==> config.mk <==
export PLATFORM = sky130hd
export DESIGN_NAME = thre_irq_gen
export DESIGN_NICKNAME = d
export VERILOG_FILES = /design/src/rtl/thre_irq_pkg.sv /design/src/rtl/thre_gap_timer.sv /design/src/rtl/thre_tracker.sv /design/src/rtl/tx_irq_pend.sv /design/src/rtl/iid_prio.sv /design/src/rtl/thre_irq_gen.sv
export SDC_FILE = /design/constraint.sdc
export NUM_CORES = 1
export LEC_CHECK = 0
export ABC_CLOCK_PERIOD_IN_PS = 2200
export BUFFER_PORTS_ARGS = -buffer_cell sky130_fd_sc_hd__clkbuf_2
export CAP_MARGIN = 25
export CORE_MARGIN = 1.5
export CORE_UTILIZATION = 47
export DETAILED_ROUTE_END_ITERATION = 7
export PLACE_DENSITY = 0.77
export SETUP_SLACK_MARGIN = 0.15
export SLEW_MARGIN = 10
export SYNTH_ARGS = -nofsm -noshare
export SYNTH_HDL_FRONTEND = slang
export SYNTH_HIERARCHICAL = 1
export SYNTH_SLANG_ARGS = --single-unit
export TNS_END_PERCENT = 100
==> constraint.sdc <==
create_clock -name clk -period 2.2 [get_ports clk]
set_input_delay 0.44 -clock clk [delete_from_list [all_inputs] [get_ports clk]]
set_output_delay 0.44 -clock clk [all_outputs]
set_load 0.02 [all_outputs]
==> src/rtl/thre_irq_pkg.sv <==
package thre_irq_pkg;

    typedef enum logic [3:0] {
        IID_NONE    = 4'b0001,
        IID_TXEMPTY = 4'b0010,
        IID_RXDATA  = 4'b0100,
        IID_LINE    = 4'b0110,
        IID_RXTMO   = 4'b1100
    } iid_e;

    typedef struct packed {
        logic line;
        logic rxdata;
        logic rxtmo;
        logic txempty;
    } irq_src_t;

    // Bits of a character that precede the final stop bits; never below one.
    function automatic logic [7:0] gap_bits(input logic [7:0] frame, input logic [7:0] stops);
        if (frame > stops) return frame - stops;
        return 8'd1;
    endfunction

endpackage

==> src/rtl/thre_gap_timer.sv <==
module thre_gap_timer #(
    parameter int LEN_W = 4
) (
    input  logic             clk,
    input  logic             rst,
    input  logic             start,
    input  logic             abort,
    input  logic             tick,
    input  logic [LEN_W-1:0] len,
    output logic             busy,
    output logic             done
);
    logic [LEN_W-1:0] cnt_q;
    logic             busy_q;

    assign busy = busy_q;
    assign done = busy_q && !abort && tick && (cnt_q <= LEN_W'(1));

    always_ff @(posedge clk) begin
        if (rst) begin
            busy_q <= 1'b0;
            cnt_q  <= '0;
        end else if (abort) begin
            busy_q <= 1'b0;
        end else if (start) begin
            busy_q <= 1'b1;
            cnt_q  <= len;
        end else if (busy_q && tick) begin
            if (cnt_q <= LEN_W'(1)) busy_q <= 1'b0;
            else                    cnt_q  <= cnt_q - LEN_W'(1);
        end
    end
endmodule

==> src/rtl/thre_tracker.sv <==
module thre_tracker
    import thre_irq_pkg::*;
#(
    parameter int CNT_W  = 5,
    parameter int LEN_W  = 4,
    parameter int STOP_W = 2
) (
    input  logic              clk,
    input  logic              rst,
    input  logic [CNT_W-1:0]  tx_count,
    input  logic              thr_wr,
    input  logic              tick,
    input  logic [LEN_W-1:0]  frame_bits,
    input  logic [STOP_W-1:0] stop_bits,
    output logic              thre,
    output logic              thre_rise
);
    logic             thre_q;
    logic             seen2_q;
    logic             empty;
    logic             t_busy;
    logic             t_done;
    logic             t_start;
    logic             fire_now;
    logic [LEN_W-1:0] gap_len;

    assign gap_len  = LEN_W'(gap_bits(8'(frame_bits), 8'(stop_bits)));
    assign empty    = (tx_count == '0) && !thr_wr;
    assign fire_now = empty && !thre_q && seen2_q;
    assign t_start  = empty && !thre_q && !seen2_q && !t_busy;
    assign thre_rise = fire_now || t_done;
    assign thre     = thre_q;

    thre_gap_timer #(.LEN_W(LEN_W)) u_gap (
        .clk  (clk),
        .rst  (rst),
        .start(t_start),
        .abort(!empty),
        .tick (tick),
        .len  (gap_len),
        .busy (t_busy),
        .done (t_done)
    );

    always_ff @(posedge clk) begin
        if (rst) begin
            thre_q  <= 1'b1;
            seen2_q <= 1'b0;
        end else begin
            if (!empty)         thre_q <= 1'b0;
            else if (thre_rise) thre_q <= 1'b1;

            if (thre_rise)                       seen2_q <= 1'b0;
            else if (tx_count >= CNT_W'(2))      seen2_q <= 1'b1;
        end
    end
endmodule

==> src/rtl/tx_irq_pend.sv <==
module tx_irq_pend (
    input  logic clk,
    input  logic rst,
    input  logic en,
    input  logic thre,
    input  logic thre_rise,
    input  logic thr_wr,
    input  logic fen_chg,
    input  logic iid_rd,
    input  logic tx_shown,
    output logic pend
);
    logic set_c;
    logic clr_c;

    assign set_c = en && (thre_rise || (fen_chg && thre));
    assign clr_c = iid_rd && tx_shown;

    always_ff @(posedge clk) begin
        if (rst)         pend <= 1'b0;
        else if (thr_wr) pend <= 1'b0;
        else if (set_c)  pend <= 1'b1;
        else if (clr_c)  pend <= 1'b0;
    end
endmodule

==> src/rtl/iid_prio.sv <==
module iid_prio
    import thre_irq_pkg::*;
(
    input  irq_src_t   src,
    output logic [3:0] iid,
    output logic       tx_shown
);
    iid_e code;

    always_comb begin
        if (src.line)         code = IID_LINE;
        else if (src.rxdata)  code = IID_RXDATA;
        else if (src.rxtmo)   code = IID_RXTMO;
        else if (src.txempty) code = IID_TXEMPTY;
        else                  code = IID_NONE;
    end

    assign iid      = code;
    assign tx_shown = (code == IID_TXEMPTY);
endmodule

==> src/rtl/thre_irq_gen.sv <==
module thre_irq_gen
    import thre_irq_pkg::*;
#(
    parameter int FIFO_DEPTH = 16,
    parameter int FRAME_W    = 4,
    parameter int STOP_W     = 2,
    localparam int CNT_W     = $clog2(FIFO_DEPTH + 1)
) (
    input  logic               clk,
    input  logic               rst,
    input  logic               fifo_en,
    input  logic               txint_en,
    input  logic               fen_chg,
    input  logic [CNT_W-1:0]   tx_count,
    input  logic               thr_wr,
    input  logic               iid_rd,
    input  logic               baud_tick,
    input  logic [FRAME_W-1:0] frame_bits,
    input  logic [STOP_W-1:0]  stop_bits,
    input  logic               ls_pend,
    input  logic               rx_pend,
    input  logic               tmo_pend,
    output logic               thre,
    output logic               tx_irq,
    output logic [3:0]         irq_id
);
    logic     en;
    logic     rise;
    logic     pend;
    logic     shown;
    irq_src_t src;

    assign en = fifo_en && txint_en;

    thre_tracker #(.CNT_W(CNT_W), .LEN_W(FRAME_W), .STOP_W(STOP_W)) u_trk (
        .clk       (clk),
        .rst       (rst),
        .tx_count  (tx_count),
        .thr_wr    (thr_wr),
        .tick      (baud_tick),
        .frame_bits(frame_bits),
        .stop_bits (stop_bits),
        .thre      (thre),
        .thre_rise (rise)
    );

    tx_irq_pend u_pend (
        .clk      (clk),
        .rst      (rst),
        .en       (en),
        .thre     (thre),
        .thre_rise(rise),
        .thr_wr   (thr_wr),
        .fen_chg  (fen_chg),
        .iid_rd   (iid_rd),
        .tx_shown (shown),
        .pend     (pend)
    );

    assign tx_irq = pend && en;
    assign src    = '{line: ls_pend, rxdata: rx_pend, rxtmo: tmo_pend, txempty: tx_irq};

    iid_prio u_prio (
        .src     (src),
        .iid     (irq_id),
        .tx_shown(shown)
    );
endmodule

Yosys cells after proc, flatten, opt, wreduce, memory -nomap -nowiden
Cells that the tools add are included.
Operators by class
  bitwise logic cells: 1
  divide/modulo/power cells: 0
  shift operators: 0
  equality and inequality tests: 3
  multipliers: 0
  order comparisons: 3
  reductions and logical operators: 29
  add/subtract/negate cells: 2
  multiplexer cells: 17
Operator list (number)
  two-way mux 4 bit: 8
  logical AND 1 bit: 14
  two-way mux 1 bit: 8
  nonzero test 2 bit: 3
  OR reduction 2 bit: 3
  greater-or-equal comparator 5 x 2 -> 1 bit (second input constant): 1
  zero test 5 bit: 1
  == test 4 x 2 -> 1 bit (second input constant): 1
  greater-than comparator 4 x 2 -> 1 bit: 1
  <= comparator 4 x 1 -> 1 bit (second input constant): 1
  zero test 1 bit: 4
  inequality test 2 x 1 -> 1 bit (second input constant): 2
  subtractor 4 x 1 -> 4 bit (second input constant): 1
  subtractor 4 x 2 -> 4 bit: 1
  AND reduction 3 bit: 1
  logical OR 1 bit: 2
  two-way mux 2 bit: 1
  AND reduction 2 bit: 1
  NOT 1 bit: 1
Word-level totals
  logic and storage cells: 60
  latch bits: 0
  memory bits (read-only): 0
  RAM bits: 0
  output and inout port bits: 6
  memories: 0
  flip-flop bits (word level): 8

Logic depth before layout (Yosys ltp)
  depth after elaboration: 10
  depth in mapped cells: 8
  depth with buffers taken out: 8

Modules after synthesis
The synthesis kept the hierarchy.
By module, submodules not included
  thre_gap_timer: cells an instance 41, area each 355.3 um^2, seq. area each 100.1 um^2, times used 1
  thre_tracker: cells an instance 33, area each 255.2 um^2, seq. area each 40.0 um^2, times used 1
  tx_irq_pend: cells an instance 5, area each 48.8 um^2, seq. area each 20.0 um^2, times used 1
  iid_prio: cells an instance 7, area each 46.3 um^2, seq. area each 0.0 um^2, times used 1
  thre_irq_gen: cells an instance 2, area each 12.5 um^2, seq. area each 0.0 um^2, times used 1

Least setup slack after synthesis
No wires, ideal clock.
  kind: input to register
  from: in tx_count[1]
  to: reg u_trk.u_gap.cnt_q[0]
  data arrival time: 1.738 ns
  setup time: 0.122 ns
  setup slack: 0.340 ns
  required time: 2.078 ns
  stages on the path: 7
  cells stage by stage: nor4_4 -> nand2_2 -> nor4_2 -> buf_2 -> and2b_1 -> nor2_1 -> a311o_1
Between the ends
  cells in the longest elaborated chain, start to end: 7
  elaborated cells on any way between the ends: 9
  those cells by class: eq/ne: 1; mux: 1; reduce/logical: 7
RTL lines
  start, declared: line thre_irq_gen.sv:14  | input logic [CNT_W-1:0] tx_count,
  zero test 5 bit (*): line thre_tracker.sv:28  | assign empty = (tx_count == '0) && !thr_wr;
  logical AND 1 bit (*): line thre_tracker.sv:28
  logical AND 1 bit (*) (3 in a row): line thre_tracker.sv:30  | assign t_start = empty && !thre_q && !seen2_q && !t_busy;
  via u_trk.t_start: line thre_tracker.sv:23  | logic t_start;
  inequality test 2 x 1 -> 1 bit (no line) / nonzero test 2 bit (equally long branches)
  AND reduction 3 bit (no line)
  end signal, assigned: line thre_gap_timer.sv:27  | cnt_q <= len;
  end signal, assigned: line thre_gap_timer.sv:30  | else cnt_q <= cnt_q - LEN_W'(1);
  end, declared: line thre_gap_timer.sv:13  | logic [LEN_W-1:0] cnt_q;
The timed path passes the listed nets; every way through them passes the cells marked *.
A chain may end at the register's enable or synchronous reset.

Worst setup path after layout
  from: reg u_trk.u_gap.cnt_q[0]
  to: reg u_pend.pend
Between the ends
  cells in the longest elaborated chain, start to end: 6
  elaborated cells on any way between the ends: 7
  those cells by class: order compare: 1; mux: 1; reduce/logical: 5
RTL lines
  <= comparator 4 x 1 -> 1 bit (*): line thre_gap_timer.sv:17  | assign done = busy_q && !abort && tick && (cnt_q <= LEN_W'(1));
  logical AND 1 bit (*): line thre_gap_timer.sv:17
  via u_trk.t_done: line thre_tracker.sv:22  | logic t_done;
  logical OR 1 bit (*): line thre_tracker.sv:31  | assign thre_rise = fire_now || t_done;
  via rise: line thre_irq_gen.sv:28  | logic rise;
  logical OR 1 bit (*): line tx_irq_pend.sv:16  | assign set_c = en && (thre_rise || (fen_chg && thre));
  logical AND 1 bit (*): line tx_irq_pend.sv:16
  two-way mux 1 bit / nonzero test 2 bit (equally long branches)
  end signal, assigned: line tx_irq_pend.sv:21  | else if (thr_wr) pend <= 1'b0;
  end signal, assigned: line tx_irq_pend.sv:22  | else if (set_c) pend <= 1'b1;
  end signal, assigned: line tx_irq_pend.sv:23  | else if (clr_c) pend <= 1'b0;
  end, declared: line tx_irq_pend.sv:11  | output logic pend
Marks and branches as above.

==> impl_results.md <==
- CTS Buf Count: 3
- Hold Path Class: reg -> reg
- Status: finished clean
- Mapped Nets: 115
- Worst-Skew Late Latency: roughly 0.26 ns
- Share of the synthesized area in the top cell type: 0.223
- Clock root cell: clkbuf_4
- R2R Path End: u_pend/pend
- Leakage Power: 0.428 nW
- Post_cts resized: 0
- Worst-path clk slew: 0.06 ns
- Avg Synthesized Cell Area: between 8 and 9 um2
- Hold path startpoint: u_pend/pend
- Yosys top cell by area: dfxtp_1
- Worst r2r path cells: 7
- Synth top area cells: dfxtp_1, ha_1, nor2_1
- Post-CTS setup buffers: 0
- Final #Nets: between 100 and 150
- Worst EP arrival: between 1.5 and 2 ns
- Number of max-cap violations: 0
- Period utilization: 0.827
- Post-synth EDFFs: 0
- Setup slack, reg-to-reg: between 0.3 and 0.4 ns
- Asr flop ratio synth: 0
- Mapped cell area: between 700 and 800 um2
- Dpl hpwl: approximately 1300 um
- Die H: between 40 and 50 um
- Final min period: between 1.5 and 2 ns
- Routed vias/inst: around 5.7
- Worst Setup End Kind: flip-flop
- Clock skew: ~0.01 ns
- Crit path largest cell delay: between 0.4 and 0.5 ns
- Commonest non-fill, non-tap cell in the layout: clkbuf_2
- Port buffer count: 27
- Die ar.: between 0.0015 and 0.002 mm2
- Gpl congestion: 0.890
- Critical Path RT: 2.35 ns
- Most frequent cells in the layout: clkbuf_2, nor2_1, inv_1, dfxtp_1
- Die width: about 42 um
- Peak Freq: around 550 MHz
- Placed insts: 130
- Vias in the first global route: 688
- Routed len/inst: ~12 um
- Largest net degree at the start of global routing: 13
- GRT Util Overall: 0.216
- Library cells used by synthesis: 43
- Ports: 28
- Area grow syn2layout: 25.4%
- Antenna diode count: 0
- DRT Pass-1 Iters: 4
- Reg2reg start: u_trk/u_gap/cnt_q[0]
- Maximum VDD drop: around 0.25 mV
- Gr ovfl total: 0
- Post-synth top flop: dfxtp_1
- Core area: about 0.0014 mm2
- Global-route wire length before repair: 2880 um
- Gate Count Post-Synth: slightly below 90
- Total of fill cells in the finished design: approximately 130
- CTS tree: built
- Crit path from: u_trk/u_gap/cnt_q[0]
- Unrepaired setup endpoints after global routing: no
- Hold_buf cts: 0
- Tightest Pin Transition: ~0.34 ns
- WHS Endpoint: u_pend/pend
- Critical path type: reg -> reg
- Register area share after synthesis: 0.223
- Cell count of the worst hold path: 1
- Fraction of layout cells with a size suffix above 1: 0.356
- Via count: between 700 and 800
- Setup TNS: 0 ns
- Crit path max fanout: 5
- Total Wirelength: ~1600 um
- Worst Setup Start Kind: flip-flop
- Initial antenna violation count: 0
- Bufs on Longest Clock Path: 2
- Initial core utilization: 0.526
- DRT antenna net count: 0
- # DRC: 0
- Max-slew headroom: 0.775
- Final-report setup violation count: 0
- # clock sinks: 8
- H-tree depth: 1
- Initial detailed-routing violation count: 14
- Final Non-Filler Cells: about 130
- FP Rows: 13
- Pins over their slew limit: 0
- Flops & latches, synth: 8
- Pwr Density: between 300 and 400 mW/mm2
- Critical path's slowest cell: dfxtp_1
- Cell chain of the critical path: inv_1, ha_1, nor2_1, and3b_1, a41o_1, a21o_1, a32o_1
- Hold Vio Cnt, Final: 0
- Synthesis Warnings: 6
[layout make-up]
class | instances | area (um2) | share of cell area
Inverter | 11 | 41.3 | 0.0458
Tap cell | 15 | 18.8 | 0.0208
Timing Repair Buffer | 29 | 150 | 0.167
Multi-Input combinational cell | 67 | 508 | 0.564
Clock buffer | 3 | 22.5 | 0.0250
Sequential cell | 8 | 160 | 0.178
[logic make-up (layout without fill, tap and decap cells)]
family | after synthesis | in the layout | synth area share
simple gates | 34 | 34 | 0.289
fa+ha+maj | 5 | 5 | 0.0976
flops | 8 | 8 | 0.223
buf+inv | 13 | 43 | 0.0697
compound gates | 28 | 28 | 0.321
[metal layers]
layer / vias up / wire length (um) / GRT usage
met5: - / 0 / 0
met4: 0 / 30 / 0.0750
met3: 4 / 102 / 0.0776
met2: 25 / 790 / 0.366
met1: 332 / 708 / 0.251
li1: 395 / - / -
[flip-flops by register name, indices dropped and copies added, names as in the netlist]
signal,cells
u_trk/u_gap/cnt_q,4
u_pend/pend,1
u_trk/thre,1
u_trk/seen2_q,1
u_trk/u_gap/busy,1
[critical path: cells and delay by family, from the launching register on]
family	cells	cell delay (ns)
simple gates	2	0.38
compound gates	3	0.59
flops	1	0.41
buf+inv	1	0.09
fa+ha+maj	1	0.23
[synth_stat cells, types with 2 or more instances]
library cell	n
dfxtp_1	8
a21o_1	2
nor2_1	13
nor2_2	2
o21ai_0	2
ha_1	4
nor3_1	4
o31ai_1	2
a211oi_1	3
inv_1	11
a32o_1	2
a21oi_1	4
[stage by stage]
stage	instance area [um2]	power (mW)	setup WS (ns)	util	hold slack [ns]
floorplan	718	0.199	0.340	-	0.435
global placement	878	0.236	0.195	0.643	0.457
detailed placement	878	0.239	0.116	0.643	0.465
CTS	901	0.356	0.387	0.659	0.477
global route	901	0.376	0.266	0.659	0.487
finish	901	0.350	0.381	0.659	0.468
[power breakdown]
group	switching, mW	internal [mW]	leakage (nW)
clock network	0.0522	0.0626	0.0138
logic	0.0472	0.0377	0.349
registers	0.00319	0.148	0.0652
total	0.103	0.248	0.428
[worst max-delay path by stage]
stage                            to  slack, ns  cells past startpoint
3_5_place_dp   u_trk/u_gap/cnt_q[0]       0.12                      8
5_1_grt        u_trk/u_gap/cnt_q[0]       0.27                      8
4_1_cts                 u_pend/pend       0.39                      7
6_report                u_pend/pend       0.38                      7
3_3_place_gp   u_trk/u_gap/cnt_q[0]       0.19                      8
2_1_floorplan  u_trk/u_gap/cnt_q[0]       0.34                      7
Power figures use the tool's default switching activity.
